File: src/rtl/mbx_req_pkg.sv
package mbx_req_pkg;

   typedef enum logic [2:0] {
      S_IDLE, S_PRE_REQ, S_PRE_CHK, S_WRITE, S_RSP_REQ, S_RSP_CHK, S_FIN
   } seq_state_t;

   typedef enum logic [1:0] {
      RES_OK = 2'd0, RES_TIMEOUT = 2'd1, RES_PROTO = 2'd2, RES_REJECT = 2'd3
   } seq_res_t;

   localparam logic OP_ESTABLISH = 1'b0;
   localparam logic OP_DESTROY   = 1'b1;

   localparam logic [2:0] TYPE_ESTABLISH = 3'd1;
   localparam logic [2:0] TYPE_DESTROY   = 3'd2;
   localparam logic [2:0] VER_REQUEST    = 3'd0;

   // header word layout, bit 31 down to bit 0
   typedef struct packed {
      logic       owner;
      logic [5:0] rsv_hi;
      logic       reset;
      logic [7:0] rsv_mid;
      logic [7:0] status;
      logic       dir;
      logic       rsv_lo;
      logic [2:0] ver;
      logic [2:0] mtype;
   } mbx_hdr_t;

   function automatic mbx_hdr_t make_request(input logic [2:0] mtype, input logic rflag);
      mbx_hdr_t h;
      h       = '0;
      h.mtype = mtype;
      h.ver   = VER_REQUEST;
      h.reset = rflag;
      return h;
   endfunction

endpackage

File: src/rtl/mbx_req_pack.sv
module mbx_req_pack
   import mbx_req_pkg::*;
#(
   parameter int NQ    = 4,
   parameter int PFN_W = 52,
   parameter int LOW_W = 48,
   parameter int VEC_W = 16,
   parameter int DW    = 32,
   parameter int WORDS = 8
) (
   input  logic [NQ*PFN_W-1:0]       pfns,
   input  logic [VEC_W-1:0]          vec,
   input  mbx_hdr_t                  hdr,
   input  logic [$clog2(WORDS)-1:0]  idx,
   output logic [DW-1:0]             word
);
   localparam int HI_W    = PFN_W - LOW_W;
   localparam int HI_BASE = NQ * LOW_W;
   localparam int VEC_POS = HI_BASE + NQ * HI_W;
   localparam int HDR_POS = (WORDS - 1) * DW;
   localparam int MSG_W   = WORDS * DW;

   if (VEC_POS + VEC_W > HDR_POS) begin : g_bad_fit
      initial $error("mbx_req_pack: payload does not fit below the header word");
   end
   if (HI_W < 1) begin : g_bad_split
      initial $error("mbx_req_pack: frame number must be wider than its low part");
   end

   logic [MSG_W-1:0] msg;
   logic [NQ*LOW_W-1:0] low_field;
   logic [NQ*HI_W-1:0]  hi_field;

   for (genvar q = 0; q < NQ; q++) begin : g_queue
      assign low_field[q*LOW_W +: LOW_W] = pfns[q*PFN_W +: LOW_W];
      assign hi_field[q*HI_W +: HI_W]    = pfns[q*PFN_W + LOW_W +: HI_W];
   end

   always_comb begin
      msg = '0;
      msg[0 +: NQ*LOW_W]       = low_field;
      msg[HI_BASE +: NQ*HI_W]  = hi_field;
      msg[VEC_POS +: VEC_W]    = vec;
      msg[HDR_POS +: DW]       = hdr;
   end

   assign word = msg[idx*DW +: DW];

endmodule

File: src/rtl/mbx_req_pollcnt.sv
module mbx_req_pollcnt #(
   parameter int MAX_POLLS = 20000
) (
   input  logic clk,
   input  logic rst_n,
   input  logic clear,
   input  logic inc,
   output logic expired
);
   localparam int CW = $clog2(MAX_POLLS + 1);
   localparam logic [CW-1:0] LIMIT = CW'(MAX_POLLS);

   if (MAX_POLLS < 1) begin : g_bad_limit
      initial $error("mbx_req_pollcnt: MAX_POLLS must be at least 1");
   end

   logic [CW-1:0] cnt_q;

   always_ff @(posedge clk) begin
      if (!rst_n)             cnt_q <= '0;
      else if (clear)         cnt_q <= '0;
      else if (inc && !expired) cnt_q <= cnt_q + 1'b1;
   end

   assign expired = (cnt_q >= LIMIT);

endmodule

File: src/rtl/mbx_req_verdict.sv
module mbx_req_verdict
   import mbx_req_pkg::*;
#(
   parameter bit ALLOW_OLDER = 1'b1
) (
   input  logic [31:0] rdata,
   input  logic [2:0]  exp_type,
   input  logic        rflag,
   output logic        owned,
   output logic        forced_ok,
   output logic        accept
);
   mbx_hdr_t h;
   logic     ver_ok;
   logic     unused_bits;

   assign h         = rdata;
   assign owned     = h.owner;
   assign forced_ok = rflag && (rdata == 32'hFFFF_FFFF);

   if (ALLOW_OLDER) begin : g_ver_le
      assign ver_ok = (h.ver <= VER_REQUEST);
   end else begin : g_ver_eq
      assign ver_ok = (h.ver == VER_REQUEST);
   end

   assign accept = (h.mtype == exp_type) && ver_ok && h.dir && (h.status == 8'd0);
   assign unused_bits = ^{h.rsv_hi, h.reset, h.rsv_mid, h.rsv_lo};

endmodule

File: src/rtl/mbx_req_seq.sv
module mbx_req_seq
   import mbx_req_pkg::*;
#(
   parameter int NQ          = 4,
   parameter int PFN_W       = 52,
   parameter int LOW_W       = 48,
   parameter int VEC_W       = 16,
   parameter int VEC_IN_W    = 32,
   parameter int DW          = 32,
   parameter int WORDS       = 8,
   parameter int MAX_POLLS   = 20000,
   parameter bit ALLOW_OLDER = 1'b1
) (
   input  logic                     clk,
   input  logic                     rst_n,
   input  logic                     cmd_valid,
   input  logic                     cmd_op,
   input  logic                     cmd_reset,
   input  logic [NQ*PFN_W-1:0]      cmd_pfns,
   input  logic [VEC_IN_W-1:0]      cmd_vector,
   input  logic                     poll_tick,
   output logic                     busy,
   output logic                     done,
   output logic [1:0]               result,
   output logic                     mb_rd_en,
   output logic                     mb_wr_en,
   output logic [$clog2(WORDS)-1:0] mb_addr,
   output logic [DW-1:0]            mb_wdata,
   input  logic [DW-1:0]            mb_rdata
);
   localparam int IDX_W = $clog2(WORDS);
   localparam logic [IDX_W-1:0] LAST_IDX = IDX_W'(WORDS - 1);

   if (DW != 32) begin : g_bad_dw
      initial $error("mbx_req_seq: header word must be 32 bits");
   end
   if (VEC_IN_W < VEC_W) begin : g_bad_vec
      initial $error("mbx_req_seq: vector input narrower than vector field");
   end

   seq_state_t           st_q, st_d;
   seq_res_t             res_q, res_d;
   logic [IDX_W-1:0]     widx_q, widx_d;
   logic                 op_q, rflag_q;
   logic [NQ*PFN_W-1:0]  pfns_q;
   logic [VEC_W-1:0]     vec_q;
   logic                 latch, cnt_clr, cnt_inc, cnt_exp;
   logic                 vec_over;
   logic                 rsp_owned, rsp_forced, rsp_accept;
   logic [2:0]           req_type;
   mbx_hdr_t             req_hdr;
   logic [DW-1:0]        pack_word;

   // vector range check: variant chosen by the input width
   if (VEC_IN_W > VEC_W) begin : g_vec_chk
      assign vec_over = |cmd_vector[VEC_IN_W-1:VEC_W];
   end else begin : g_vec_fit
      assign vec_over = 1'b0;
   end

   assign req_type = (op_q == OP_ESTABLISH) ? TYPE_ESTABLISH : TYPE_DESTROY;
   assign req_hdr  = make_request(req_type, rflag_q);

   mbx_req_pack #(
      .NQ(NQ), .PFN_W(PFN_W), .LOW_W(LOW_W), .VEC_W(VEC_W), .DW(DW), .WORDS(WORDS)
   ) u_pack (
      .pfns (pfns_q),
      .vec  (vec_q),
      .hdr  (req_hdr),
      .idx  (widx_q),
      .word (pack_word)
   );

   mbx_req_pollcnt #(.MAX_POLLS(MAX_POLLS)) u_cnt (
      .clk     (clk),
      .rst_n   (rst_n),
      .clear   (cnt_clr),
      .inc     (cnt_inc),
      .expired (cnt_exp)
   );

   mbx_req_verdict #(.ALLOW_OLDER(ALLOW_OLDER)) u_verdict (
      .rdata     (mb_rdata),
      .exp_type  (req_type),
      .rflag     (rflag_q),
      .owned     (rsp_owned),
      .forced_ok (rsp_forced),
      .accept    (rsp_accept)
   );

   assign mb_rd_en = ((st_q == S_PRE_REQ) || (st_q == S_RSP_REQ)) && poll_tick;
   assign cnt_inc  = mb_rd_en;
   assign mb_wr_en = (st_q == S_WRITE);
   assign mb_addr  = (st_q == S_WRITE) ? widx_q : LAST_IDX;
   assign mb_wdata = pack_word;
   assign busy     = (st_q != S_IDLE);
   assign done     = (st_q == S_FIN);
   assign result   = res_q;

   always_comb begin
      st_d    = st_q;
      res_d   = res_q;
      widx_d  = widx_q;
      latch   = 1'b0;
      cnt_clr = 1'b0;
      unique case (st_q)
         S_IDLE: begin
            if (cmd_valid) begin
               latch = 1'b1;
               if ((cmd_op == OP_ESTABLISH) && vec_over) begin
                  res_d = RES_REJECT;
                  st_d  = S_FIN;
               end else begin
                  cnt_clr = 1'b1;
                  st_d    = S_PRE_REQ;
               end
            end
         end
         S_PRE_REQ: if (poll_tick) st_d = S_PRE_CHK;
         S_PRE_CHK: begin
            if (!rsp_owned) begin
               st_d   = S_WRITE;
               widx_d = (op_q == OP_ESTABLISH) ? '0 : LAST_IDX;
            end else if (cnt_exp) begin
               res_d = RES_TIMEOUT;
               st_d  = S_FIN;
            end else begin
               st_d = S_PRE_REQ;
            end
         end
         S_WRITE: begin
            if (widx_q == LAST_IDX) begin
               cnt_clr = 1'b1;
               st_d    = S_RSP_REQ;
            end else begin
               widx_d = widx_q + 1'b1;
            end
         end
         S_RSP_REQ: if (poll_tick) st_d = S_RSP_CHK;
         S_RSP_CHK: begin
            if (rsp_forced) begin
               res_d = RES_OK;
               st_d  = S_FIN;
            end else if (!rsp_owned) begin
               res_d = rsp_accept ? RES_OK : RES_PROTO;
               st_d  = S_FIN;
            end else if (cnt_exp) begin
               res_d = RES_TIMEOUT;
               st_d  = S_FIN;
            end else begin
               st_d = S_RSP_REQ;
            end
         end
         S_FIN:   st_d = S_IDLE;
         default: st_d = S_IDLE;
      endcase
   end

   always_ff @(posedge clk) begin
      if (!rst_n) begin
         st_q    <= S_IDLE;
         res_q   <= RES_OK;
         widx_q  <= '0;
         op_q    <= OP_ESTABLISH;
         rflag_q <= 1'b0;
         pfns_q  <= '0;
         vec_q   <= '0;
      end else begin
         st_q   <= st_d;
         res_q  <= res_d;
         widx_q <= widx_d;
         if (latch) begin
            op_q    <= cmd_op;
            rflag_q <= cmd_reset;
            pfns_q  <= cmd_pfns;
            vec_q   <= cmd_vector[VEC_W-1:0];
         end
      end
   end

endmodule

File: config.mk
export PLATFORM = sky130hd
export DESIGN_NAME = mbx_req_seq
export DESIGN_NICKNAME = d
export VERILOG_FILES = /design/src/rtl/mbx_req_pkg.sv /design/src/rtl/mbx_req_pack.sv /design/src/rtl/mbx_req_pollcnt.sv /design/src/rtl/mbx_req_verdict.sv /design/src/rtl/mbx_req_seq.sv
export SDC_FILE = /design/constraint.sdc
export NUM_CORES = 1
export LEC_CHECK = 0
export BUFFER_PORTS_ARGS = -buffer_cell sky130_fd_sc_hd__buf_2
export CORE_MARGIN = 4
export CORE_UTILIZATION = 53
export CTS_BUF_LIST = sky130_fd_sc_hd__clkbuf_16
export CTS_CLUSTER_DIAMETER = 100
export DETAILED_ROUTE_END_ITERATION = 8
export PLACE_DENSITY = 0.81
export SYNTH_ARGS = -nofsm -noshare
export SYNTH_HDL_FRONTEND = slang
export SYNTH_SLANG_ARGS = --single-unit
File: constraint.sdc
create_clock -name clk -period 2.56 [get_ports clk]
set_clock_uncertainty 0.15 [all_clocks]
set_input_delay 0.256 -clock clk [delete_from_list [all_inputs] [get_ports clk]]
set_output_delay 0.256 -clock clk [all_outputs]
set_load 0.01 [all_outputs]
**Word level (Yosys, flattened, before mapping)**

Cells that the tools add are included.

- Logic and storage cells: 82
- Input bits: 278
- Bits in registers: 249
- Output and inout port bits: 41

- $lt $le $gt $ge: 2
- Reductions and logical operators: 19
- Bitwise logic cells: 2
- Equal/unequal tests: 17
- Muxes and demuxes: 31
- Shift operators: 1
- $add $sub $neg: 2

Operators with widths:

| operator | count |
|---|---|
| 256-bit by 9-bit indexed part select with 32-bit output | 1 |
| 3-bit 2-to-1 mux | 11 |
| 32-bit == test (second input constant) | 1 |
| 2-bit 2-to-1 mux | 11 |
| 3-bit one-hot mux with 6 select lines | 1 |
| 16-bit OR reduction | 1 |
| 15-bit by 1-bit adder with 15-bit output (second input constant) | 1 |
| 15-bit >= comparator (second input constant) | 1 |
| 2-bit != test (second input constant) | 7 |
| 3-bit == test (second input constant) | 4 |
| 8-bit zero test | 1 |
| 4-bit AND reduction | 2 |
| 1-bit logical AND | 7 |
| 3-bit by 2-bit == test with 1-bit output (second input constant) | 2 |
| 2-bit one-hot mux with 3 select lines | 1 |
| 3-bit one-hot mux with 2 select lines | 1 |
| 3-bit nonzero test | 2 |
| 1-bit 2-to-1 mux | 5 |
| 3-bit by 1-bit adder with 3-bit output (second input constant) | 1 |
| 3-bit by 1-bit == test with 1-bit output (second input constant) | 1 |
| 3-bit by 2-bit == test with 1-bit output | 1 |
| 3-bit by 1-bit less-or-equal comparator with 1-bit output (second input constant) | 1 |
| 3-bit zero test | 1 |
| 3-bit AND reduction | 1 |
| other kinds (7) | 8 |

**Logic depth before layout (Yosys ltp)**

- Depth after elaboration: 9
- Depth in mapped cells: 8
- Depth with buffers taken out: 6

**Cells and area by module**

A second synthesis with hierarchy kept.

- Cell total of the unflattened synthesis: 1319
- Area total of the unflattened synthesis: 11477.3 um^2

Modules (own cells, without submodules):

| module | cells each | seq. area each (um^2) | area an instance (um^2) | instances |
|---|---|---|---|---|
| mbx_req_seq | 1081 | 4684.5 | 8426.8 | 1 |
| mbx_req_pack | 114 | 0.0 | 2073.2 | 1 |
| mbx_req_pollcnt | 102 | 300.3 | 830.8 | 1 |
| mbx_req_verdict | 22 | 0.0 | 146.4 | 1 |

**Least setup slack after synthesis**

OpenSTA, ideal clock, no wires.

- Path type: register to output
- Start: register widx_q[0]
- End: output port mb_wdata[1]
- Path buffers: 2
- Path slack: 0.483 ns
- Required time: 2.154 ns
- Cell stages (with the launch flop): 5
- Data arrival time: 1.671 ns
- Path through: dfxtp_1 buf_2 buf_2 mux4_2 mux2_2

- Longest elaborated chain between the ends: 1

Ends and longest elaborated chain:

| what | line | source |
|---|---|---|
| start: declaration | mbx_req_seq.sv:43 | `logic [IDX_W-1:0] widx_q, widx_d;` |
| start signal: assignment | mbx_req_seq.sv:171 | `widx_q <= widx_d;` |
| 256-bit by 9-bit indexed part select with 32-bit output | mbx_req_pack.sv:47 | `assign word = msg[idx*DW +: DW];` |
| end: declaration | mbx_req_seq.sv:28 | `output logic [DW-1:0] mb_wdata,` |

No other way between the ends.

**Worst setup path after layout**

- Start: register widx_q[0]
- End: output port mb_wdata[14]

Same word-level chain as after synthesis.

==> run_results.csv <==
group,metric,value,unit
yosys,postSynthCellCount,1352,
floorplan,dieArea,24300,um^2
timing,clock.fmax,385,MHz
drt,ant_nets,0,
job,drv_cap,0,
floorplan,initial_core_util,54.5,%
placement,port_buffers,318,
timing,rsz0062_at_grt,"true",
placement,finalWeightedCongestion,0.910,
cts,path_clk_slew,0.06,ns
timing,setup_viol,4,
cts,cts_made_buffers,27,
cts,tritoncts,"built",
drt,via_count,12500,
floorplan,core_area,21200,um^2
worst_setup_path,slowest_delay,0.60,ns
yosys,synthesis.area,11600,um^2
status,violations,"negative setup slack",
floorplan,die_w,156,um
timing,drv_slew,0,
yosys,ys_seq_elements,249,
cts,worstSkewPairLatency,0.52,ns
floorplan,pin_count,319,
worst_hold_path,whs_path_depth,3,
worst_setup_path,r2r_start,"st_q[2]$_SDFFE_PN0P_",
placement,place_hpwl,24700,um
yosys,yosys.area.top_type_share,43.1,%
worst_hold_path,hold_path_end,"st_q[1]$_SDFFE_PN0P_",
yosys,synth_cell_types,48,
drt,drtIter0Drc,1321,
finish,drive_gt1_share,24.7,%
drt,wirelength,43400,um
cts,root_buffer,"clkbuf_16",
timing,min_period,2.60,ns
yosys,ys.flop_type,"dfxtp_1",
status,outcome,"complete, but fails checks",
floorplan,die_h,156,um
finish,final_cell_mix,"nand2_1 (493), buf_2 (314), dfxtp_1 (246), a21boi_0 (228), dlygate4sd3_1 (228)",
finish,final_cells,2149,
worst_setup_path,crit_type,"reg2out",
worst_setup_path,endpoint_kind,"output port",
yosys,ys_warn_count,0,
worst_setup_path,slowest_stage,"mux4_2",
cts,cts_buffer_depth,3,
cts,clkSinkCount,249,
timing,period_share,101,%
timing,relSlewSlack,56.2,%
drt,vias_per_cell,5.82,
yosys,syn_nets,1634,
yosys,synth-seq-area-share,43.1,%
timing,fin_tns_setup,-0.0714,ns
finish,nFillCells,1285,
drt,drc,0,
worst_hold_path,hold_class,"in2reg",
worst_setup_path,worstPathArrival,2.19,ns
worst_setup_path,crit_chain,"buf_12 > mux4_2 > mux2_4 > buf_2",
yosys,synth.avg_cell_area,8.56,um^2
timing,setup_ws,-0.0362,ns
worst_setup_path,start_kind,"flop",
finish,post-route-util,78.3,%
placement,placed_cells,1860,
yosys,synth_edf_count,0,
finish,area_delta_synth_final,43.5,%
global_route,grt_max_degree,108,
pwr,cellPowerDensity,650,nW/um^2
yosys,yosys.area.top_type,"dfxtp_1",
worst_hold_path,hold_start,"poll_tick",
drt,wl_per_cell,20.2,um
cts,htree_levels,1,
floorplan,rows,53,
finish,postLayoutCellArea,16600,um^2
finish,num-nets-final,2132,
worst_setup_path,ff2ff_setup_slack,0.23,ns
worst_setup_path,crit_fanout,12,
placement,dp_slack,0.293,ns
yosys,synthTopCellsByArea,"dfxtp_1 (43%), nand2_1 (16%), a21boi_0 (15%)",
pwr,leakagePower,6.70,nW
global_route,grt_pass1_vias,12500,
worst_setup_path,required,2.15,ns
global_route,grt.overflow.total,0,
pwr,ir_worst_vdd,440,uV
timing,worst_pin_slew,0.651,ns
worst_setup_path,timing.rr.end,"pfns_q[3]$_SDFFE_PN0P_",
global_route,grt_pass1_wl,65900,um
yosys,async_flop_share,0,%
drt,firstDrtPassIters,5,
timing,hold_viol,0,
worst_setup_path,ff2ff_path_depth,5,
global_route,grt_usage,33.9,%
finish,final_common_cell,"nand2_1",
placement,placed_area,13300,um^2
global_route,antenna_found_initial,8,
[synth_stat cells, drive strengths merged, types with 3 or more instances]
master,number
inv,10
nor4,10
ha,4
and2,4
mux2i,29
mux2,33
or3,3
a211oi,4
dfxtp,249
xor2,8
xnor2,6
nand2,494
o21ai,39
a21boi,228
buf,49
nor2,22
nand2b,4
nand3,12
a21oi,10
nand4,12
nor3,8
and3,3
clkbuf,55
mux4,35
[worst max-delay path by stage]
stage                            from            to  slack [ns]  depth (start not counted)
2_1_floorplan  widx_q[0]$_SDFFE_PN0P_   mb_wdata[1]        0.48                          4
6_report       widx_q[0]$_SDFFE_PN0P_  mb_wdata[14]       -0.04                          4
4_1_cts        widx_q[0]$_SDFFE_PN0P_  mb_wdata[11]      -0.004                          4
3_3_place_gp   widx_q[0]$_SDFFE_PN0P_  mb_wdata[31]        0.29                          4
3_5_place_dp   widx_q[0]$_SDFFE_PN0P_  mb_wdata[31]        0.29                          4
5_1_grt        widx_q[0]$_SDFFE_PN0P_  mb_wdata[14]       -0.06                          4
[cell type report]
class	count	area [um^2]	area share (%)
clock inverters	20	134	0.806
well taps	275	344	2.07
multi-input cells	989	6120	36.8
repair buffers	573	4290	25.8
inverters	10	37.5	0.226
diodes	6	15.0	0.0904
clock buffers	27	676	4.07
flip-flops and latches	249	4990	30.1
[registers in the layout (all words and copies together) (netlist names)]
name and cells:
widx_q 3, rflag_q 1, pfns_q 208, st_q 3
u_cnt.cnt_q 15, vec_q 16, result 2, op_q 1
[critical path, delay by kind of cell, from the launching register on]
kind                   cells  cell delay, ns
DFF                        1            0.43
muxes                      2            0.90
buffers and inverters      2            0.32
[report_power, final]
group | switching, mW | internal, mW | leakage, nW | total (mW)
clock | 1.57 | 2.10 | 0.436 | 3.67
sequential | 0.308 | 4.29 | 2.04 | 4.60
combinational | 1.39 | 1.14 | 4.22 | 2.53
[timing repair]
item                       CTS  global route
setup endpoints to repair   32            20
gates cloned                 0             1
resized for setup            1            10
setup buffers                6             1
hold endpoints to repair   228             0
hold buffers               228             0
[logic make-up (layout without fill, tap and decap cells)]
logic type      after synthesis  after routing  share of synthesized area (%)
fa+ha+maj                     4              4                          0.432
other cells                   0              6                              0
mux                          97             97                           12.5
simple gates                582            582                           20.6
xor+xnor                     14             14                           1.06
compound gates              292            292                           17.9
buf+inv                     114            630                           4.40
flops                       249            249                           43.1
[through the flow]
| stage | total power, mW | hold slack [ns] |
|---|---|---|
| final | 10.8 | 0.0729 |
| after global routing | 11.2 | 0.0961 |
| after CTS | 10.6 | 0.0554 |
| after detailed placement | 6.71 | 0.306 |
| after global placement | 6.64 | 0.298 |
| after floorplan | 5.93 | 0.251 |
[metal layers]
layer  GRT usage, %  share of wire [%]  up-vias
li1               -                  -     5556
met1           42.4                 38     5817
met2           55.6                 47      874
met3           6.07                8.9      246
met4           18.7                6.6        4
met5              0              0.048        -
(Power assumes the default switching activity.)
